**src/rtl/pwr_seq_pkg.sv**
```systemverilog
package pwr_seq_pkg;
    typedef enum logic [2:0] {
        PS_FULL     = 3'd0,
        PS_DOZE_ENT = 3'd1,
        PS_DOZE     = 3'd2,
        PS_DOZE_SNP = 3'd3,
        PS_NAP_REQ  = 3'd4,
        PS_NAP      = 3'd5,
        PS_WAKE     = 3'd6,
        PS_NAP_ENT  = 3'd7
    } pwr_state_e;

    localparam int MODE_DOZE = 0;
    localparam int MODE_NAP  = 1;
endpackage

```
**src/rtl/pwr_mode_reg.sv**
```systemverilog
module pwr_mode_reg (
    input  logic       clk,
    input  logic       hreset_n,
    input  logic       wr,
    input  logic [1:0] wdata,
    input  logic       clr_doze,
    input  logic       clr_nap,
    output logic [1:0] bits_q
);
    import pwr_seq_pkg::*;

    always_ff @(posedge clk or negedge hreset_n) begin
        if (!hreset_n) begin
            bits_q <= 2'b00;
        end else if (wr) begin
            bits_q <= wdata;
        end else begin
            if (clr_doze) bits_q[MODE_DOZE] <= 1'b0;
            if (clr_nap)  bits_q[MODE_NAP]  <= 1'b0;
        end
    end
endmodule

```
**src/rtl/pwr_wake_detect.sv**
```systemverilog
module pwr_wake_detect #(
    parameter int N_SRC = 5
) (
    input  logic [N_SRC-1:0] src,
    output logic             wake
);
    assign wake = |src;
endmodule

```
**src/rtl/pwr_delay_cnt.sv**
```systemverilog
module pwr_delay_cnt #(
    parameter int CW = 3
) (
    input  logic          clk,
    input  logic          hreset_n,
    input  logic          load,
    input  logic [CW-1:0] load_val,
    output logic          zero
);
    logic [CW-1:0] cnt_q;

    always_ff @(posedge clk or negedge hreset_n) begin
        if (!hreset_n)        cnt_q <= '0;
        else if (load)        cnt_q <= load_val;
        else if (cnt_q != '0) cnt_q <= cnt_q - 1'b1;
    end

    assign zero = (cnt_q == '0);
endmodule

```
**src/rtl/pwr_seq_ctrl.sv**
```systemverilog
module pwr_seq_ctrl #(
    parameter int DOZE_DLY = 4,
    parameter int NAP_DLY  = 3,
    parameter int WAKE_DLY = 2
) (
    input  logic       clk,
    input  logic       hreset_n,
    input  logic       mode_wr,
    input  logic [1:0] mode_wdata,
    input  logic       ext_irq,
    input  logic       smi_irq,
    input  logic       mchk_irq,
    input  logic       dec_irq,
    input  logic       soft_rst,
    input  logic       snoop_hit,
    input  logic       flush_done,
    input  logic       qack,
    output logic       core_clk_en,
    output logic       snoop_en,
    output logic       rx_en,
    output logic       flush_req,
    output logic       qreq,
    output logic [1:0] mode_req_o,
    output logic [2:0] state_o
);
    import pwr_seq_pkg::*;

    localparam int MAX_DLY = (DOZE_DLY > NAP_DLY)
                           ? ((DOZE_DLY > WAKE_DLY) ? DOZE_DLY : WAKE_DLY)
                           : ((NAP_DLY > WAKE_DLY) ? NAP_DLY : WAKE_DLY);
    localparam int CW      = (MAX_DLY < 2) ? 1 : $clog2(MAX_DLY);
    localparam int N_WAKE  = 5;

    pwr_state_e    state_q, state_d;
    logic          wake, cnt_zero, cnt_load;
    logic [CW-1:0] cnt_val;
    logic          clr_doze, clr_nap;
    logic [1:0]    mode_q;

    pwr_mode_reg u_mode (
        .clk      (clk),
        .hreset_n (hreset_n),
        .wr       (mode_wr),
        .wdata    (mode_wdata),
        .clr_doze (clr_doze),
        .clr_nap  (clr_nap),
        .bits_q   (mode_q)
    );

    pwr_wake_detect #(.N_SRC(N_WAKE)) u_wake (
        .src  ({ext_irq, smi_irq, mchk_irq, dec_irq, soft_rst}),
        .wake (wake)
    );

    pwr_delay_cnt #(.CW(CW)) u_cnt (
        .clk      (clk),
        .hreset_n (hreset_n),
        .load     (cnt_load),
        .load_val (cnt_val),
        .zero     (cnt_zero)
    );

    // State register
    always_ff @(posedge clk or negedge hreset_n) begin
        if (!hreset_n) state_q <= PS_FULL;
        else           state_q <= state_d;
    end

    // Next-state, delay loading and mode-bit clearing
    always_comb begin
        state_d  = state_q;
        cnt_load = 1'b0;
        cnt_val  = '0;
        clr_doze = 1'b0;
        clr_nap  = 1'b0;
        unique case (state_q)
            PS_FULL: begin
                if (mode_q[MODE_NAP]) begin
                    state_d = PS_NAP_REQ;
                end else if (mode_q[MODE_DOZE]) begin
                    state_d  = PS_DOZE_ENT;
                    cnt_load = 1'b1;
                    cnt_val  = CW'(DOZE_DLY - 1);
                end
            end
            PS_DOZE_ENT, PS_DOZE: begin
                if (wake) begin
                    state_d  = PS_WAKE;
                    clr_doze = 1'b1;
                end else if (state_q == PS_DOZE_ENT && cnt_zero) begin
                    state_d = PS_DOZE;
                end else if (state_q == PS_DOZE && snoop_hit) begin
                    state_d = PS_DOZE_SNP;
                end
            end
            PS_DOZE_SNP: begin
                if (flush_done) begin
                    if (wake) begin
                        state_d  = PS_WAKE;
                        clr_doze = 1'b1;
                    end else begin
                        state_d = PS_DOZE;
                    end
                end
            end
            PS_NAP_REQ: begin
                if (wake) begin
                    state_d = PS_WAKE;
                    clr_nap = 1'b1;
                end else if (qack) begin
                    state_d  = PS_NAP_ENT;
                    cnt_load = 1'b1;
                    cnt_val  = CW'(NAP_DLY - 1);
                end
            end
            PS_NAP_ENT, PS_NAP: begin
                if (wake) begin
                    state_d = PS_WAKE;
                    clr_nap = 1'b1;
                end else if (state_q == PS_NAP_ENT && cnt_zero) begin
                    state_d = PS_NAP;
                end
            end
            PS_WAKE: begin
                if (cnt_zero) state_d = PS_FULL;
            end
        endcase
        if (state_d == PS_WAKE && state_q != PS_WAKE) begin
            cnt_load = 1'b1;
            cnt_val  = CW'(WAKE_DLY - 1);
        end
    end

    // Outputs per state
    always_comb begin
        core_clk_en = 1'b1;
        snoop_en    = 1'b1;
        rx_en       = 1'b1;
        flush_req   = 1'b0;
        qreq        = 1'b0;
        unique case (state_q)
            PS_FULL, PS_DOZE_ENT, PS_WAKE: ;
            PS_DOZE:     core_clk_en = 1'b0;
            PS_DOZE_SNP: begin
                core_clk_en = 1'b0;
                flush_req   = 1'b1;
            end
            PS_NAP_REQ:  qreq = 1'b1;
            PS_NAP_ENT: begin
                qreq     = 1'b1;
                snoop_en = 1'b0;
            end
            PS_NAP: begin
                qreq        = 1'b1;
                core_clk_en = 1'b0;
                snoop_en    = 1'b0;
                rx_en       = 1'b0;
            end
        endcase
    end

    assign mode_req_o = mode_q;
    assign state_o    = state_q;

    // NAP_ENT is reached only from NAP_REQ after an acknowledge
    assert_nap_needs_qack_R6: assert property (@(posedge clk) disable iff (!hreset_n)
        (state_q == PS_NAP_ENT && $past(state_q) == PS_NAP_REQ) |-> $past(qack));

    // A wake in NAP leads to WAKE at the next edge
    assert_wake_from_nap_R8: assert property (@(posedge clk) disable iff (!hreset_n)
        (state_q == PS_NAP && wake) |=> (state_q == PS_WAKE));

    // The copy-back request starts only from a snoop hit in DOZE
    assert_svc_from_snoop_R4: assert property (@(posedge clk) disable iff (!hreset_n)
        $rose(flush_req) |-> ($past(snoop_hit) && $past(state_q) == PS_DOZE));

    // Leaving a nap state for WAKE clears the nap request
    assert_nap_clear_R9: assert property (@(posedge clk) disable iff (!hreset_n)
        (state_q == PS_WAKE && $past(state_q) == PS_NAP && !$past(mode_wr)) |-> !mode_q[MODE_NAP]);

    // A wake in NAP_REQ must withdraw qreq at once
    assert_qreq_withdraw_R10: assert property (@(posedge clk) disable iff (!hreset_n)
        (state_q == PS_NAP_REQ && wake) |=> !qreq);
endmodule

```
**config.mk**
```make
export PLATFORM = sky130hd
export DESIGN_NAME = pwr_seq_ctrl
export DESIGN_NICKNAME = d
export VERILOG_FILES = /design/src/rtl/pwr_seq_pkg.sv /design/src/rtl/pwr_mode_reg.sv /design/src/rtl/pwr_wake_detect.sv /design/src/rtl/pwr_delay_cnt.sv /design/src/rtl/pwr_seq_ctrl.sv
export SDC_FILE = /design/constraint.sdc
export NUM_CORES = 1
export LEC_CHECK = 0
export BUFFER_PORTS_ARGS = -buffer_cell sky130_fd_sc_hd__buf_4
export CAP_MARGIN = 20
export CORE_AREA = 5 5 42 44
export DETAILED_ROUTE_END_ITERATION = 6
export DIE_AREA = 0 0 47 49
export GPL_ROUTABILITY_DRIVEN = 0
export PLACE_DENSITY = 0.67
export SYNTH_ARGS = -nofsm -noshare
export SYNTH_HDL_FRONTEND = slang
export SYNTH_SLANG_ARGS = --single-unit
```
**constraint.sdc**
```tcl
create_clock -name clk -period 1.6 [get_ports clk]
set_input_delay 0.24 -clock clk [delete_from_list [all_inputs] [get_ports clk]]
set_output_delay 0.24 -clock clk [all_outputs]
set_load 0.05 [all_outputs]
```
**After elaboration in Yosys (flattened, before gate mapping)**

Cells that the tools add are included.

- Bits in registers: 7
- Bits in latches: 0
- Bits in writable memories: 0
- Memory bits (read-only): 0
- Bits of input ports: 13
- Output and inout bits: 10
- Word-level logic and storage cells: 68
- Memories: 0

- Add/subtract/negate cells: 1
- Multipliers: 0
- Div/mod/pow operators: 0
- Magnitude comparators: 0
- Equality and inequality tests: 9
- Shift operators: 0
- Mux-type cells: 39
- Bitwise gates (word level): 0
- Reduce and logical (&&, ||, !) cells: 15

Operators by type and width:

| kind | count |
|---|---|
| two-way mux 3 bit | 12 |
| case mux 3 bit (6 select lines) | 1 |
| two-way mux 2 bit | 8 |
| == test 3 bit (second input constant) | 5 |
| two-way mux 1 bit | 15 |
| nonzero test 2 bit | 4 |
| == test 3 x 2 -> 1 bit (second input constant) | 2 |
| OR reduction 3 bit | 2 |
| OR reduction 5 bit | 1 |
| logical AND 1 bit | 4 |
| case mux 1 bit (2 select lines) | 2 |
| case mux 2 bit (2 select lines) | 1 |
| OR reduction 2 bit | 2 |
| == test 3 x 1 -> 1 bit (second input constant) | 1 |
| zero test 3 bit | 1 |
| inequality test 3 bit (second input constant) | 1 |
| zero test 2 bit | 1 |
| subtractor 2 x 1 -> 2 bit (second input constant) | 1 |

**Longest topological paths before layout**

- Word-level depth: 10
- Mapped depth: 6
- Depth with buffers taken out: 6

**Hierarchy**

From an unflattened synthesis, not the netlist that was laid out.

- Cell total of the unflattened synthesis: 70
- Area total of the unflattened synthesis: 576.8 µm²

By module, submodules not included:

| module | times used | cells an instance | area each (µm²) | sequential area each (µm²) |
|---|---|---|---|---|
| pwr_seq_ctrl | 1 | 48 | 372.9 | 75.1 |
| pwr_delay_cnt | 1 | 12 | 113.9 | 50.0 |
| pwr_mode_reg | 1 | 7 | 77.6 | 50.0 |
| pwr_wake_detect | 1 | 3 | 12.5 | 0.0 |

**Least setup slack after synthesis**

OpenSTA, ideal clock, no wires.

- Path kind: register to output
- Start point: reg state_q[2], in the netlist state_o[2]
- End point: out core_clk_en
- Arrival: 2.026 ns
- Data required time: 1.360 ns
- Path slack: -0.666 ns
- Cell stages (with the launch flop): 5
- Buffers on the path: 2
- Cells stage by stage: dfrtp_1 clkbuf_1 buf_2 nand3_1 o21a_1

- Cells in the longest elaborated chain, start to end: 3
- Elaborated cells on any way between the ends: 5
- Those cells by class: 3 x eq/ne; 1 x mux; 1 x reduce/logical

RTL lines:

| element | line | source |
|---|---|---|
| from (decl) | pwr_seq_ctrl.sv:34 | `pwr_state_e state_q, state_d;` |
| from (signal assigned) | pwr_seq_ctrl.sv:66 | `else state_q <= state_d;` |
| == test 3 x 2 -> 1 bit or == test 3 bit (tied branches) | pwr_seq_ctrl.sv:141 | `unique case (state_q)` |
| OR reduction 3 bit (no source line) * | - |  |
| two-way mux 1 bit * | pwr_seq_ctrl.sv:141 |  |
| to (decl) | pwr_seq_ctrl.sv:18 | `output logic core_clk_en,` |

Every way passes the cells marked *; elsewhere a longest branch is shown, timed or not.

**Worst setup path after layout**

- Start point: reg u_mode.bits_q[1]
- End point: reg u_cnt.cnt_q[0]

- Cells in the longest elaborated chain, start to end: 6
- Elaborated cells on any way between the ends: 12
- Those cells by class: 1 x eq/ne; 9 x mux; 2 x reduce/logical

RTL lines:

| element | line | source |
|---|---|---|
| from (decl) | pwr_mode_reg.sv:8 | `output logic [1:0] bits_q` |
| from (signal assigned) | pwr_mode_reg.sv:16 | `bits_q <= wdata;` |
| two-way mux 3 bit | pwr_seq_ctrl.sv:78 | `if (mode_q[MODE_NAP]) begin` |
| case mux 3 bit (6 select lines) | pwr_seq_ctrl.sv:76 | `unique case (state_q)` |
| == test 3 bit | pwr_seq_ctrl.sv:128 | `if (state_d == PS_WAKE && state_q != PS_WAKE) begin` |
| logical AND 1 bit | pwr_seq_ctrl.sv:128 |  |
| two-way mux 2 bit or two-way mux 1 bit (tied branches) | pwr_seq_ctrl.sv:128 |  |
| two-way mux 2 bit or nonzero test 2 bit (tied branches) | - |  |
| to (signal assigned) | pwr_delay_cnt.sv:14 | `else if (load) cnt_q <= load_val;` |
| to (signal assigned) | pwr_delay_cnt.sv:15 | `else if (cnt_q != '0) cnt_q <= cnt_q - 1'b1;` |
| to (decl) | pwr_delay_cnt.sv:10 | `logic [CW-1:0] cnt_q;` |

Parallel ways exist; a longest one is shown, timed or not.
A chain may end at the register's enable or synchronous reset.

==> impl_metrics.yaml <==
final_layout:
  final_nets: 107
  layout-drive-gt1-share_pct: 45.7
  area_delta_synth_final_pct: 54.3
  diodes: 0
global_routing:
  use_met3_pct: 3.32
  overflow: 0
  antenna_found_initial: 0
  grtUsageMet2_pct: 20.8
  grt_usage_pct: 14.1
  grt_use_met1_pct: 17.8
  grt_pass1_vias: 524
  grt_pass1_wl_um: 2350
  grt_max_degree: 22
  top_usage_layer: "met2"
critical_path:
  crit_type: "reg -> reg"
  slowest_stage: "or4b_4"
  worstPathMaxFanout: 4
  cp.arrival_ns: 1.68
  crit_family: "simple AND/OR/NAND/NOR gates"
  worst_path_largest_cell_delay_ns: 0.55
  critPathBufInv: 0
  crit_path_end_kind: "register"
  critPathLaunchType: "register"
  path_cells: "or4b_4 -> o221a_1 -> a41oi_1"
  worstPathRequired_ns: 1.75
placement:
  portBuffers: 22
  preCtsSetupSlack_ns: 0.0941
  place_hpwl_um: 1050
synth:
  avgSynthCellArea_um2: 7.92
  synth_nets: 78
  synthArstFlopShare_pct: 100
  synthDistinctLibCells: 29
  synth_top_area_cell: "dfrtp_1"
  synth_top_cells_by_count: "7 x dfrtp_1, 7 x nor2_1, 7 x o21ai_1"
  synth-edff-count: 0
  netlist_area_um2: 507
  yosysSeqAreaShare_pct: 34.6
  netlist.area_leader.share_pct: 34.6
  synth_cells: 64
  synth_area_leaders: "dfrtp_1 35%, o21ai_1 6.9%, nor2_1 5.2%, a21oi_1 4.9%, nand2_1 3.7%"
  yosys_warnings: 0
  synth_flop_cell: "dfrtp_1"
  synth.ff_latch_count: 7
timing:
  rsz0062_at_grt: "false"
  slew_headroom_pct: 77.2
  period_share_pct: 95.9
  tns_ns: 0
  fin_ws_ns: 0.0657
  setup_viol_count_final: 0
  maxSlewViolCount: 0
  hold_viol: 0
  tightestPinTransition_ns: 0.339
  clock-skew-final_ns: 0.00147
  min_period_ns: 1.53
  max_freq_ghz: 0.652
pwr:
  power_density_nw_per_um2: 1710
  p_leak_nw: 0.344
  peakVddDrop_uv: 894
clock_network:
  cts_tree: "yes"
  cts-root-buf: "clkbuf_4"
  clockBufferDepth: 2
  clock_latency_ns: 0.25
  cts.clk_slew.worst_paths_ns: 0.05
  cts.htree.levels: 1
  cts_sinks: 7
  numCtsBuffers: 3
floorplan:
  rows: 14
  coreArea_um2: 1400
  die_h_um: 49
  ioPinCount: 23
  die_w_um: 47
  die_area_um2: 2300
  start_util_pct: 36.2
outcome:
  status: "complete, no violations"
routing:
  num_vias: 557
  ant_nets: 0
  dr.pass1.iters: 4
  drt-total-wl_um: 1360
  first_iter_violations: 13
  drc: 0
  drt-vias-per-instance: 5.16
  routedWlPerCell_um: 12.6
min_path:
  hp-class: "in -> reg"
flow_run:
  drv_cap: 0
==> timing repair <==
action / CTS / global route
endpoints found under the hold margin: 7 / 0
setup endpoints to repair: 0 / 2
setup buffers: 0 / 2
resized for setup: 0 / 2
hold buffers: 1 / 0
==> where the power goes <==
group	leakage, nW	total, mW	internal, mW	switching (mW)
Clock	0.0150	0.157	0.0949	0.0617
Sequential	0.0785	0.342	0.241	0.101
Combinational	0.250	0.837	0.351	0.486
Total	0.344	1.34	0.687	0.648
==> area by class of cell <==
cell class              instances  area (um2)
inverters                       5        21.3
flip-flops and latches          7         184
well taps                      16        20.0
multi-input cells              48         318
repair buffers                 28         213
clock buffers                   4        26.3
fillers                       141         619
==> path summary, 6_finish.rpt <==
| check | start | end | slack (ns) | cells after the start |
|---|---|---|---|---|
| setup / recovery | u_mode.bits_q[1] | u_cnt.cnt_q[0] | 0.07 | 3 |
| hold / removal | mode_wr | u_mode.bits_q[1] | 0.19 | 2 |
| min in group asynchronous | hreset_n | u_mode.bits_q[1] | 0.34 | 2 |
| hold reg to reg | u_mode.bits_q[0] | u_mode.bits_q[0] | 0.57 | 2 |
| setup reg to reg | u_mode.bits_q[1] | u_cnt.cnt_q[0] | 0.07 | 3 |
| max in group asynchronous | hreset_n | state_o[2] | 1.12 | 2 |
==> logic make-up after synthesis <==
group	after synthesis	share of synthesized area, %
simple gates	23	24.0
compound gates	22	28.4
buf+inv	9	7.16
flops	7	34.6
xor+xnor	2	3.46
fa+ha+maj	1	2.47
==> cells in the final DEF (no fill, tap or decap) <==
cell           Yosys  layout
dfrtp_4            0       1
nand2_1            5       5
or4_1              1       1
o22ai_1            1       1
o21ai_1            7       7
ha_1               1       1
nand2b_1           1       1
o32a_1             1       1
a21oi_1            5       5
dfrtp_1            7       2
o221a_1            1       1
nor4_1             1       1
buf_4              0      27
dfrtp_2            0       4
o2bb2ai_1          1       1
nor2_1             7       6
o21a_4             0       1
or4b_4             1       1
o221ai_1           1       1
xor2_1             2       2
clkbuf_4           0       3
nor2b_1            2       2
nor2_2             1       2
nand3b_1           1       1
or2_2              1       1
a31oi_1            1       1
a41oi_1            1       1
nand3_4            0       1
nand3_1            2       1
o32ai_1            1       1
inv_4              0       1
dlygate4sd3_1      0       1
inv_1              4       4
o21a_1             2       1
clkbuf_1           2       1
==> worst reg2reg max path: cells and delay by family, from the launching register on <==
family,cells,cell delay (ns)
compound gates,2,0.46
flops,1,0.42
simple gates,1,0.55
==> per-stage QoR <==
step / hold WS (ns) / power [mW] / cell area, um2 / instances / util, %
3_3_place_gp: 0.0580 / 1.13 / 726 / 101 / 51.8
6_report: 0.187 / 1.34 / 782 / 108 / 55.8
5_1_grt: 0.187 / 1.46 / 782 / 108 / 55.8
3_5_place_dp: 0.0606 / 1.14 / 726 / 101 / 51.8
4_1_cts: 0.178 / 1.31 / 762 / 106 / 54.4
2_1_floorplan: -0.0556 / 0.953 / 541 / 64 / -
==> state kept, by name, indices dropped and copies added (netlist names) <==
name and flops:
state_o 3, u_cnt.cnt_q 2, u_mode.bits_q 2
==> metal layers <==
metal  part of all wire [%]  up-vias
li1                       -      288
met1                     44      253
met2                     49       14
met3                    5.6        2
met4                   0.59        0
met5                      0        -
Power figures use the tool's default switching activity.
